==> src/rtl/amap_pkg.sv <==
package amap_pkg;
  typedef enum logic [1:0] {
    MAP_LINE = 2'd0,
    MAP_PAGE = 2'd1,
    MAP_SWAP = 2'd2,
    MAP_PERM = 2'd3
  } map_mode_e;
endpackage

==> src/rtl/amap_field_split.sv <==
module amap_field_split
  import amap_pkg::*;
#(
  parameter int ADDR_W     = 32,
  parameter int BLK_OFF_W  = 6,
  parameter int PAGE_OFF_W = 11,
  parameter int BANK_W     = 3,
  parameter int SET_W      = 15,
  parameter int SWAP_W     = 2
) (
  input  logic [ADDR_W-1:0]                   addr_i,
  input  map_mode_e                           mode_i,
  output logic [BANK_W-1:0]                   bank_o,
  output logic [ADDR_W-PAGE_OFF_W-BANK_W-1:0] row_o,
  output logic [PAGE_OFF_W-1:0]               col_o
);
  localparam int ROW_W  = ADDR_W - PAGE_OFF_W - BANK_W;
  localparam int REST_W = ADDR_W - BANK_W;
  localparam int TAG_LO = SET_W + BLK_OFF_W;

  // page-style slice of any address
  function automatic logic [BANK_W-1:0] page_bank_of(input logic [ADDR_W-1:0] a);
    return a[PAGE_OFF_W +: BANK_W];
  endfunction

  function automatic logic [ROW_W-1:0] page_row_of(input logic [ADDR_W-1:0] a);
    return a[ADDR_W-1 : PAGE_OFF_W+BANK_W];
  endfunction

  // address with the line-interleave bank bits squeezed out
  function automatic logic [REST_W-1:0] line_rest_of(input logic [ADDR_W-1:0] a);
    return {a[ADDR_W-1 : BLK_OFF_W+BANK_W], a[BLK_OFF_W-1:0]};
  endfunction

  logic [BANK_W-1:0]  line_bank, page_bank, tag_low, perm_bank, swap_bank;
  logic [REST_W-1:0]  line_rest;
  logic [ADDR_W-1:0]  swap_addr;

  assign line_bank = addr_i[BLK_OFF_W +: BANK_W];
  assign line_rest = line_rest_of(addr_i);
  assign page_bank = page_bank_of(addr_i);
  assign tag_low   = addr_i[TAG_LO +: BANK_W];
  assign perm_bank = page_bank ^ tag_low;

  generate
    if (SWAP_W > 0) begin : g_swap
      always_comb begin
        swap_addr = addr_i;
        swap_addr[TAG_LO +: SWAP_W]                = addr_i[PAGE_OFF_W-SWAP_W +: SWAP_W];
        swap_addr[PAGE_OFF_W-SWAP_W +: SWAP_W]     = addr_i[TAG_LO +: SWAP_W];
      end
    end else begin : g_noswap
      assign swap_addr = addr_i;
    end
  endgenerate

  assign swap_bank = page_bank_of(swap_addr);

  always_comb begin
    unique case (mode_i)
      MAP_LINE: begin
        bank_o = line_bank;
        row_o  = line_rest[REST_W-1 : PAGE_OFF_W];
        col_o  = line_rest[PAGE_OFF_W-1:0];
      end
      MAP_SWAP: begin
        bank_o = swap_bank;
        row_o  = page_row_of(swap_addr);
        col_o  = swap_addr[PAGE_OFF_W-1:0];
      end
      MAP_PERM: begin
        bank_o = perm_bank;
        row_o  = page_row_of(addr_i);
        col_o  = addr_i[PAGE_OFF_W-1:0];
      end
      default: begin
        bank_o = page_bank;
        row_o  = page_row_of(addr_i);
        col_o  = addr_i[PAGE_OFF_W-1:0];
      end
    endcase
  end
endmodule

==> src/rtl/amap_out_reg.sv <==
module amap_out_reg #(
  parameter int BANK_W = 3,
  parameter int ROW_W  = 18,
  parameter int COL_W  = 11
) (
  input  logic              clk,
  input  logic              rst_n,
  input  logic              valid_i,
  input  logic [BANK_W-1:0] bank_i,
  input  logic [ROW_W-1:0]  row_i,
  input  logic [COL_W-1:0]  col_i,
  output logic              valid_o,
  output logic [BANK_W-1:0] bank_o,
  output logic [ROW_W-1:0]  row_o,
  output logic [COL_W-1:0]  col_o
);
  always_ff @(posedge clk or negedge rst_n) begin
    if (!rst_n) begin
      valid_o <= 1'b0;
      bank_o  <= '0;
      row_o   <= '0;
      col_o   <= '0;
    end else begin
      valid_o <= valid_i;
      if (valid_i) begin
        bank_o <= bank_i;
        row_o  <= row_i;
        col_o  <= col_i;
      end
    end
  end

  assert_valid_follow_R9: assert property (@(posedge clk) disable iff (!rst_n)
    valid_i |=> valid_o);
  assert_valid_drop_R9: assert property (@(posedge clk) disable iff (!rst_n)
    !valid_i |=> !valid_o);
  assert_hold_idle_R9: assert property (@(posedge clk) disable iff (!rst_n)
    !valid_i |=> ($stable(bank_o) && $stable(row_o) && $stable(col_o)));
endmodule

==> src/rtl/amap_perm_inverse.sv <==
module amap_perm_inverse #(
  parameter int ADDR_W     = 32,
  parameter int BLK_OFF_W  = 6,
  parameter int PAGE_OFF_W = 11,
  parameter int BANK_W     = 3,
  parameter int SET_W      = 15
) (
  input  logic [BANK_W-1:0]                   bank_i,
  input  logic [ADDR_W-PAGE_OFF_W-BANK_W-1:0] row_i,
  input  logic [PAGE_OFF_W-1:0]               col_i,
  output logic [ADDR_W-1:0]                   addr_o
);
  // tag bits sit above the bank field, so they survive inside the row
  localparam int TAG_IN_ROW = SET_W + BLK_OFF_W - PAGE_OFF_W - BANK_W;

  function automatic logic [BANK_W-1:0] undo_xor(
    input logic [BANK_W-1:0] b,
    input logic [ADDR_W-PAGE_OFF_W-BANK_W-1:0] r);
    return b ^ r[TAG_IN_ROW +: BANK_W];
  endfunction

  assign addr_o = {row_i, undo_xor(bank_i, row_i), col_i};
endmodule

==> src/rtl/addr_bank_mapper.sv <==
module addr_bank_mapper
  import amap_pkg::*;
#(
  parameter int ADDR_W     = 32,
  parameter int BLK_OFF_W  = 6,
  parameter int PAGE_OFF_W = 11,
  parameter int BANK_W     = 3,
  parameter int SET_W      = 15,
  parameter int SWAP_W     = 2
) (
  input  logic                                clk,
  input  logic                                rst_n,
  input  logic                                in_valid,
  input  logic [ADDR_W-1:0]                   in_addr,
  input  logic [1:0]                          in_mode,
  output logic                                out_valid,
  output logic [BANK_W-1:0]                   out_bank,
  output logic [ADDR_W-PAGE_OFF_W-BANK_W-1:0] out_row,
  output logic [PAGE_OFF_W-1:0]               out_col,
  input  logic [BANK_W-1:0]                   inv_bank,
  input  logic [ADDR_W-PAGE_OFF_W-BANK_W-1:0] inv_row,
  input  logic [PAGE_OFF_W-1:0]               inv_col,
  output logic [ADDR_W-1:0]                   inv_addr
);
  localparam int ROW_W = ADDR_W - PAGE_OFF_W - BANK_W;

  map_mode_e         mode_e;
  logic [BANK_W-1:0] split_bank;
  logic [ROW_W-1:0]  split_row;
  logic [PAGE_OFF_W-1:0] split_col;
  logic [ADDR_W-1:0] roundtrip_addr;

  assign mode_e = map_mode_e'(in_mode);

  amap_field_split #(
    .ADDR_W(ADDR_W), .BLK_OFF_W(BLK_OFF_W), .PAGE_OFF_W(PAGE_OFF_W),
    .BANK_W(BANK_W), .SET_W(SET_W), .SWAP_W(SWAP_W)
  ) u_split (
    .addr_i(in_addr), .mode_i(mode_e),
    .bank_o(split_bank), .row_o(split_row), .col_o(split_col)
  );

  amap_out_reg #(.BANK_W(BANK_W), .ROW_W(ROW_W), .COL_W(PAGE_OFF_W)) u_reg (
    .clk(clk), .rst_n(rst_n), .valid_i(in_valid),
    .bank_i(split_bank), .row_i(split_row), .col_i(split_col),
    .valid_o(out_valid), .bank_o(out_bank), .row_o(out_row), .col_o(out_col)
  );

  amap_perm_inverse #(
    .ADDR_W(ADDR_W), .BLK_OFF_W(BLK_OFF_W), .PAGE_OFF_W(PAGE_OFF_W),
    .BANK_W(BANK_W), .SET_W(SET_W)
  ) u_inv (
    .bank_i(inv_bank), .row_i(inv_row), .col_i(inv_col), .addr_o(inv_addr)
  );

  // second inverse on the registered result, observed by the round-trip check
  amap_perm_inverse #(
    .ADDR_W(ADDR_W), .BLK_OFF_W(BLK_OFF_W), .PAGE_OFF_W(PAGE_OFF_W),
    .BANK_W(BANK_W), .SET_W(SET_W)
  ) u_inv_chk (
    .bank_i(out_bank), .row_i(out_row), .col_i(out_col), .addr_o(roundtrip_addr)
  );

  assert_perm_roundtrip_R6: assert property (@(posedge clk) disable iff (!rst_n)
    (in_valid && in_mode == MAP_PERM) |=> (roundtrip_addr == $past(in_addr)));
  assert_page_bank_R2: assert property (@(posedge clk) disable iff (!rst_n)
    (in_valid && in_mode == MAP_PAGE) |=> (out_bank == $past(in_addr[PAGE_OFF_W +: BANK_W])));
  assert_perm_keeps_page_R5: assert property (@(posedge clk) disable iff (!rst_n)
    (in_valid && in_mode == MAP_PERM) |=>
      (out_col == $past(in_addr[PAGE_OFF_W-1:0]) &&
       out_row == $past(in_addr[ADDR_W-1 : PAGE_OFF_W+BANK_W])));
  assert_line_bank_R1: assert property (@(posedge clk) disable iff (!rst_n)
    (in_valid && in_mode == MAP_LINE) |=> (out_bank == $past(in_addr[BLK_OFF_W +: BANK_W])));
endmodule

==> config.mk <==
export PLATFORM = sky130hd
export DESIGN_NAME = addr_bank_mapper
export DESIGN_NICKNAME = d
export VERILOG_FILES = /design/src/rtl/amap_pkg.sv /design/src/rtl/amap_field_split.sv /design/src/rtl/amap_out_reg.sv /design/src/rtl/amap_perm_inverse.sv /design/src/rtl/addr_bank_mapper.sv
export SDC_FILE = /design/constraint.sdc
export NUM_CORES = 1
export LEC_CHECK = 0
export BUFFER_PORTS_ARGS = -buffer_cell sky130_fd_sc_hd__buf_2
export CORE_UTILIZATION = 40
export DETAILED_ROUTE_END_ITERATION = 16
export GPL_TIMING_DRIVEN = 0
export MAX_ROUTING_LAYER = met4
export PLACE_DENSITY = 0.8
export SYNTH_ARGS = -nofsm -noshare
export SYNTH_HDL_FRONTEND = slang
export SYNTH_SLANG_ARGS = --single-unit
==> constraint.sdc <==
create_clock -name clk -period 1 [get_ports clk]
set_input_delay 0.1 -clock clk [delete_from_list [all_inputs] [get_ports clk]]
set_output_delay 0.1 -clock clk [all_outputs]
set_load 0.05 [all_outputs]
== Yosys cells after proc, flatten, opt, wreduce, memory -nomap -nowiden ==
Index checks and enable logic that the tools add are counted.

* Equal/unequal tests: 2
* Mux-type cells: 3
* Bitwise gates (word level): 2
* Reduce and logical (&&, ||, !) cells: 1

{| class="wikitable"
|+ Operators with widths
! cell !! count
|-
| $pmux W11 S2 || 1
|-
| $mux W9 || 1
|-
| $pmux W3 S2 || 1
|-
| $xor A3 B3 Y3 || 2
|-
| $eq A2 B2 Y1 const B || 2
|-
| $logic_not A2 Y1 || 1
|}

* Flip-flop bits (word level): 33
* Bits of input ports: 69
* Output and inout bits: 65
* Logic and storage cells: 12

== Depth between registers and ports, before layout ==
* Word-level depth: 2
* Gate-level depth with buffers: 6
* Gate-level depth less buffers: 5

== By module ==
A second synthesis with hierarchy kept.

* Cells, all modules: 164
* Area, all modules: 2035.7 sq um

{| class="wikitable"
|+ Modules (own cells, without submodules)
! module !! instances !! cells each !! area an instance (sq um) !! sequential area each (sq um)
|-
| amap_out_reg || 1 || 69 || 1370.1 || 825.8
|-
| amap_field_split || 1 || 63 || 421.7 || 0.0
|-
| amap_perm_inverse || 1 || 32 || 244.0 || 0.0
|}

== Worst setup path after synthesis ==
No wires, ideal clock.

* Path kind: input to register
* Start point: input port in_mode[0]
* End point: register u_reg.bank_o[0]
* Library setup time: 0.135 ns
* Data arrival time: 0.873 ns
* Slack: -0.009 ns
* Stages on the path: 5
* Cell sequence: inv_1 > ha_1 > buf_6 > a221oi_1 > o22ai_1

* Cells in the longest elaborated chain, start to end: 2
* Elaborated cells on any way between the ends: 3
* Those cells by class: eq/ne (1); mux (1); reduce/logical (1)

{| class="wikitable"
|+ Ends and longest elaborated chain
! what !! line !! source
|-
| start, declared || addr_bank_mapper.sv:15 || <nowiki>input logic [1:0] in_mode,</nowiki>
|-
| $eq A2 B2 Y1 or $logic_not A2 Y1 (tied branches) || amap_field_split.sv:60 || <nowiki>unique case (mode_i)</nowiki>
|-
| $pmux W3 S2 (*) || amap_field_split.sv:60 ||
|-
| end signal, assigned || amap_out_reg.sv:26 || <nowiki>bank_o <= bank_i;</nowiki>
|-
| end, declared || amap_out_reg.sv:13 || <nowiki>output logic [BANK_W-1:0] bank_o,</nowiki>
|}

Every way passes the cells marked *; elsewhere a longest branch is shown, timed or not.
A chain may end at the register's enable or synchronous reset.

== Worst setup path after layout ==
* Start point: register u_reg.row_o[5]
* End point: output port out_row[5]

{| class="wikitable"
|+ RTL lines
! what !! line !! source
|-
| start, declared || amap_out_reg.sv:14 || <nowiki>output logic [ROW_W-1:0] row_o,</nowiki>
|-
| start signal, assigned || amap_out_reg.sv:27 || <nowiki>row_o <= row_i;</nowiki>
|-
| end, declared || addr_bank_mapper.sv:18 || <nowiki>output logic [ADDR_W-PAGE_OFF_W-BANK_W-1:0] out_row,</nowiki>
|}

No word-level cell between the ends.

==> results.py <==
metrics = {
    "status": {
        "status": "complete, no violations",
    },
    "timing": {
        "report.final.setup_viol": 0,
        "max_freq_mhz": 1031,
        "worst_pin_slew_ns": 0.4481,
        "period_share_pct": 96.99,
        "holdWs_ns": 0.04607,
        "hold_viol_final": 0,
        "finalWorstSetupSlack_ns": 0.03009,
        "finalMaxSlewViolations": 0,
        "fin_worst_skew_ns": 0,
        "max_slew_margin_pct": 70.13,
        "fin_crit_ns": 0.9699,
        "finalSetupTns_ns": 0,
    },
    "routing": {
        "wl_per_cell_um": 12.00,
        "wl_mm": 3.767,
        "drc_errors": 0,
        "dr_total_vias": 1400,
        "via_per_inst": 4.459,
        "drtAntennaViolNets": 0,
        "first_pass_iters": 4,
        "first_iter_violations": 51,
    },
    "yosys": {
        "synth_seq_cells": 33,
        "synth_seq_area_share_pct": 45.96,
        "synth_top_cell_by_area": "dfrtp_1",
        "netlist_top_cells_count": "dfrtp_1, buf_4, mux2_4",
        "synth_ff_type": "dfrtp_1",
        "synth_fp_nets": 218,
        "async_flop_share_pct": 100.0,
        "synth_top_area_share_pct": 45.96,
        "synth_cell_types": 23,
        "syn_area_um2": 1797,
        "ys_top_cells_by_area": "dfrtp_1, mux2_4, buf_4, xor2_1, ha_1",
        "syn-instance-count": 145,
        "synth_edf_count": 0,
        "avgSynthCellArea_um2": 12.39,
        "yosys.cell_count.top_type": "dfrtp_1",
        "yosysWarnings": 0,
    },
    "clocking": {
        "cts_buffer_depth": 2,
        "htreeDepth": 2,
        "numClockSinks": 33,
        "clk_pin_slew_ns": 0.07,
        "cts_setup_buffers": 0,
        "cts_tree": "done",
        "cts_buffers": 5,
        "clockRootBuffer": "clkbuf_8",
        "clock_latency_ns": 0.28,
    },
    "global_routing": {
        "grt_pass1_wl_mm": 6.120,
        "grt.overflow.total": 0,
        "track_usage_pct": 16.66,
        "antenna_found_initial": 0,
        "grt_max_degree": 34,
        "grt_pass1_vias": 1373,
    },
    "floorplanning": {
        "die_h_um": 69.02,
        "dieWidth_um": 69.02,
        "start_util_pct": 41.55,
        "core-area_um2": 4324,
        "io-pin-count": 134,
        "rows": 24,
        "die_area_um2": 4764,
    },
    "layout": {
        "drive_above_1_share_pct": 66.03,
        "n_antenna_cell": 0,
        "stdcell_count": 314,
        "num-nets-final": 334,
        "area_growth_syn_to_layout_pct": 44.92,
    },
    "setup_path": {
        "crit_arrival_ns": 0.87,
        "crit_path_end_kind": "primary output",
        "cp.required_ns": 0.90,
        "cp_max_fo": 2,
        "path_buf_inv": 1,
        "critPathSlowestCell": "dfrtp_1",
        "max_stage_delay_ns": 0.38,
        "cp_top_family": "flip-flops",
        "cp_cell_sequence": "clkbuf_4",
        "start_kind": "flop",
        "crit_type": "reg2out",
    },
    "min_path": {
        "hold_class": "in2reg",
    },
    "place": {
        "dp_slack_ns": -0.2209,
        "place_hpwl_mm": 2.855,
        "gp_congestion": 0.8194,
        "dp_cells": 304,
        "port_buffers": 107,
    },
    "pwr": {
        "power_w": 0.004294,
        "max-vdd-ir-drop_uv": 629.1,
        "p_leak_nw": 1.411,
        "power_density_nw_per_um2": 1649,
    },
    "flow_run": {
        "drv_cap": 0,
    },
}
==> cell families (layout without fill, tap and decap cells) <==
family | count (synthesis) | in the layout | share of synthesized area, %
AOI/OAI and AO/OA | 23 | 23 | 8.148
xor gates and xnor gates | 6 | 6 | 2.925
adders and majority gates | 4 | 4 | 2.786
buffers and inverters | 43 | 160 | 17.97
DFF | 33 | 33 | 45.96
muxes | 24 | 24 | 19.08
and+or+nand+nor | 12 | 12 | 3.134
==> per-layer routing <==
layer | global-route usage [%] | vias to the layer above | part of all wire [%]
li1 | - | 696 | -
met1 | 19.68 | 616 | 42
met2 | 26.75 | 82 | 49
met3 | 4.825 | 6 | 7.9
met4 | 6.576 | 0 | 1.3
met5 | - | - | 0
==> sequential cells by signal, indices dropped and copies added (netlist names) <==
register and cells:
u_reg.row_o 18, u_reg.col_o 11, u_reg.bank_o 3, u_reg.valid_o 1
==> report_power, final <==
group / internal (W) / leakage, nW / switching [W]
Clock: 0.000622 / 0.0542 / 0.000468
Sequential: 0.00148 / 0.386 / 0.0000747
Combinational: 0.000580 / 0.971 / 0.00107
Total: 0.00268 / 1.41 / 0.00162
==> cell usage in the layout, fill, tap and decap left out, types with 5 or more instances in the layout <==
cell,n
nor2_1,5
xor2_1,6
o22ai_1,5
buf_2,74
buf_4,52
clkbuf_8,7
mux2_4,20
o21ai_0,6
inv_1,8
dfrtp_1,33
clkbuf_4,12
==> timing repair <==
action / in CTS / in global routing
resized for setup: 16 / 24
hold endpoints to repair: 34 / 0
pin swaps: 0 / 0
setup endpoints to repair: 16 / 50
hold buffers: 2 / 0
==> final cells by class <==
class	count	area [µm²]
Clock buffer	7	96.34
Sequential cell	33	825.8
Fill cell	382	1720
Inverter	8	30.03
Multi-Input combinational cell	69	648.1
Tap cell	52	65.06
Buffer	35	292.8
Timing Repair Buffer	109	640.6
Clock inverter	1	5.005
==> stage by stage <==
| step | cell area, µm² | util, % |
|---|---|---|
| 3_5_place_dp | 2397 | 55.44 |
| 6_report | 2604 | 60.21 |
| 4_1_cts | 2559 | 59.17 |
| 3_3_place_gp | 2397 | 55.44 |
| 5_1_grt | 2604 | 60.21 |
| 2_1_floorplan | 1797 | - |
==> final timing paths <==
check                      depth (start not counted)  slack (ns)       startpoint         endpoint
setup / recovery                                   1        0.03   u_reg.row_o[5]       out_row[5]
hold reg to reg                                    1        0.51  u_reg.row_o[13]  u_reg.row_o[13]
setup reg to reg                                   1        0.23   u_reg.row_o[2]   u_reg.row_o[2]
max in group asynchronous                          2        0.36            rst_n   u_reg.row_o[9]
min in group asynchronous                          2        0.32            rst_n   u_reg.row_o[2]
hold / removal                                     2        0.05       in_addr[5]   u_reg.col_o[5]
No activity file was read; power rests on OpenSTA's default activity.
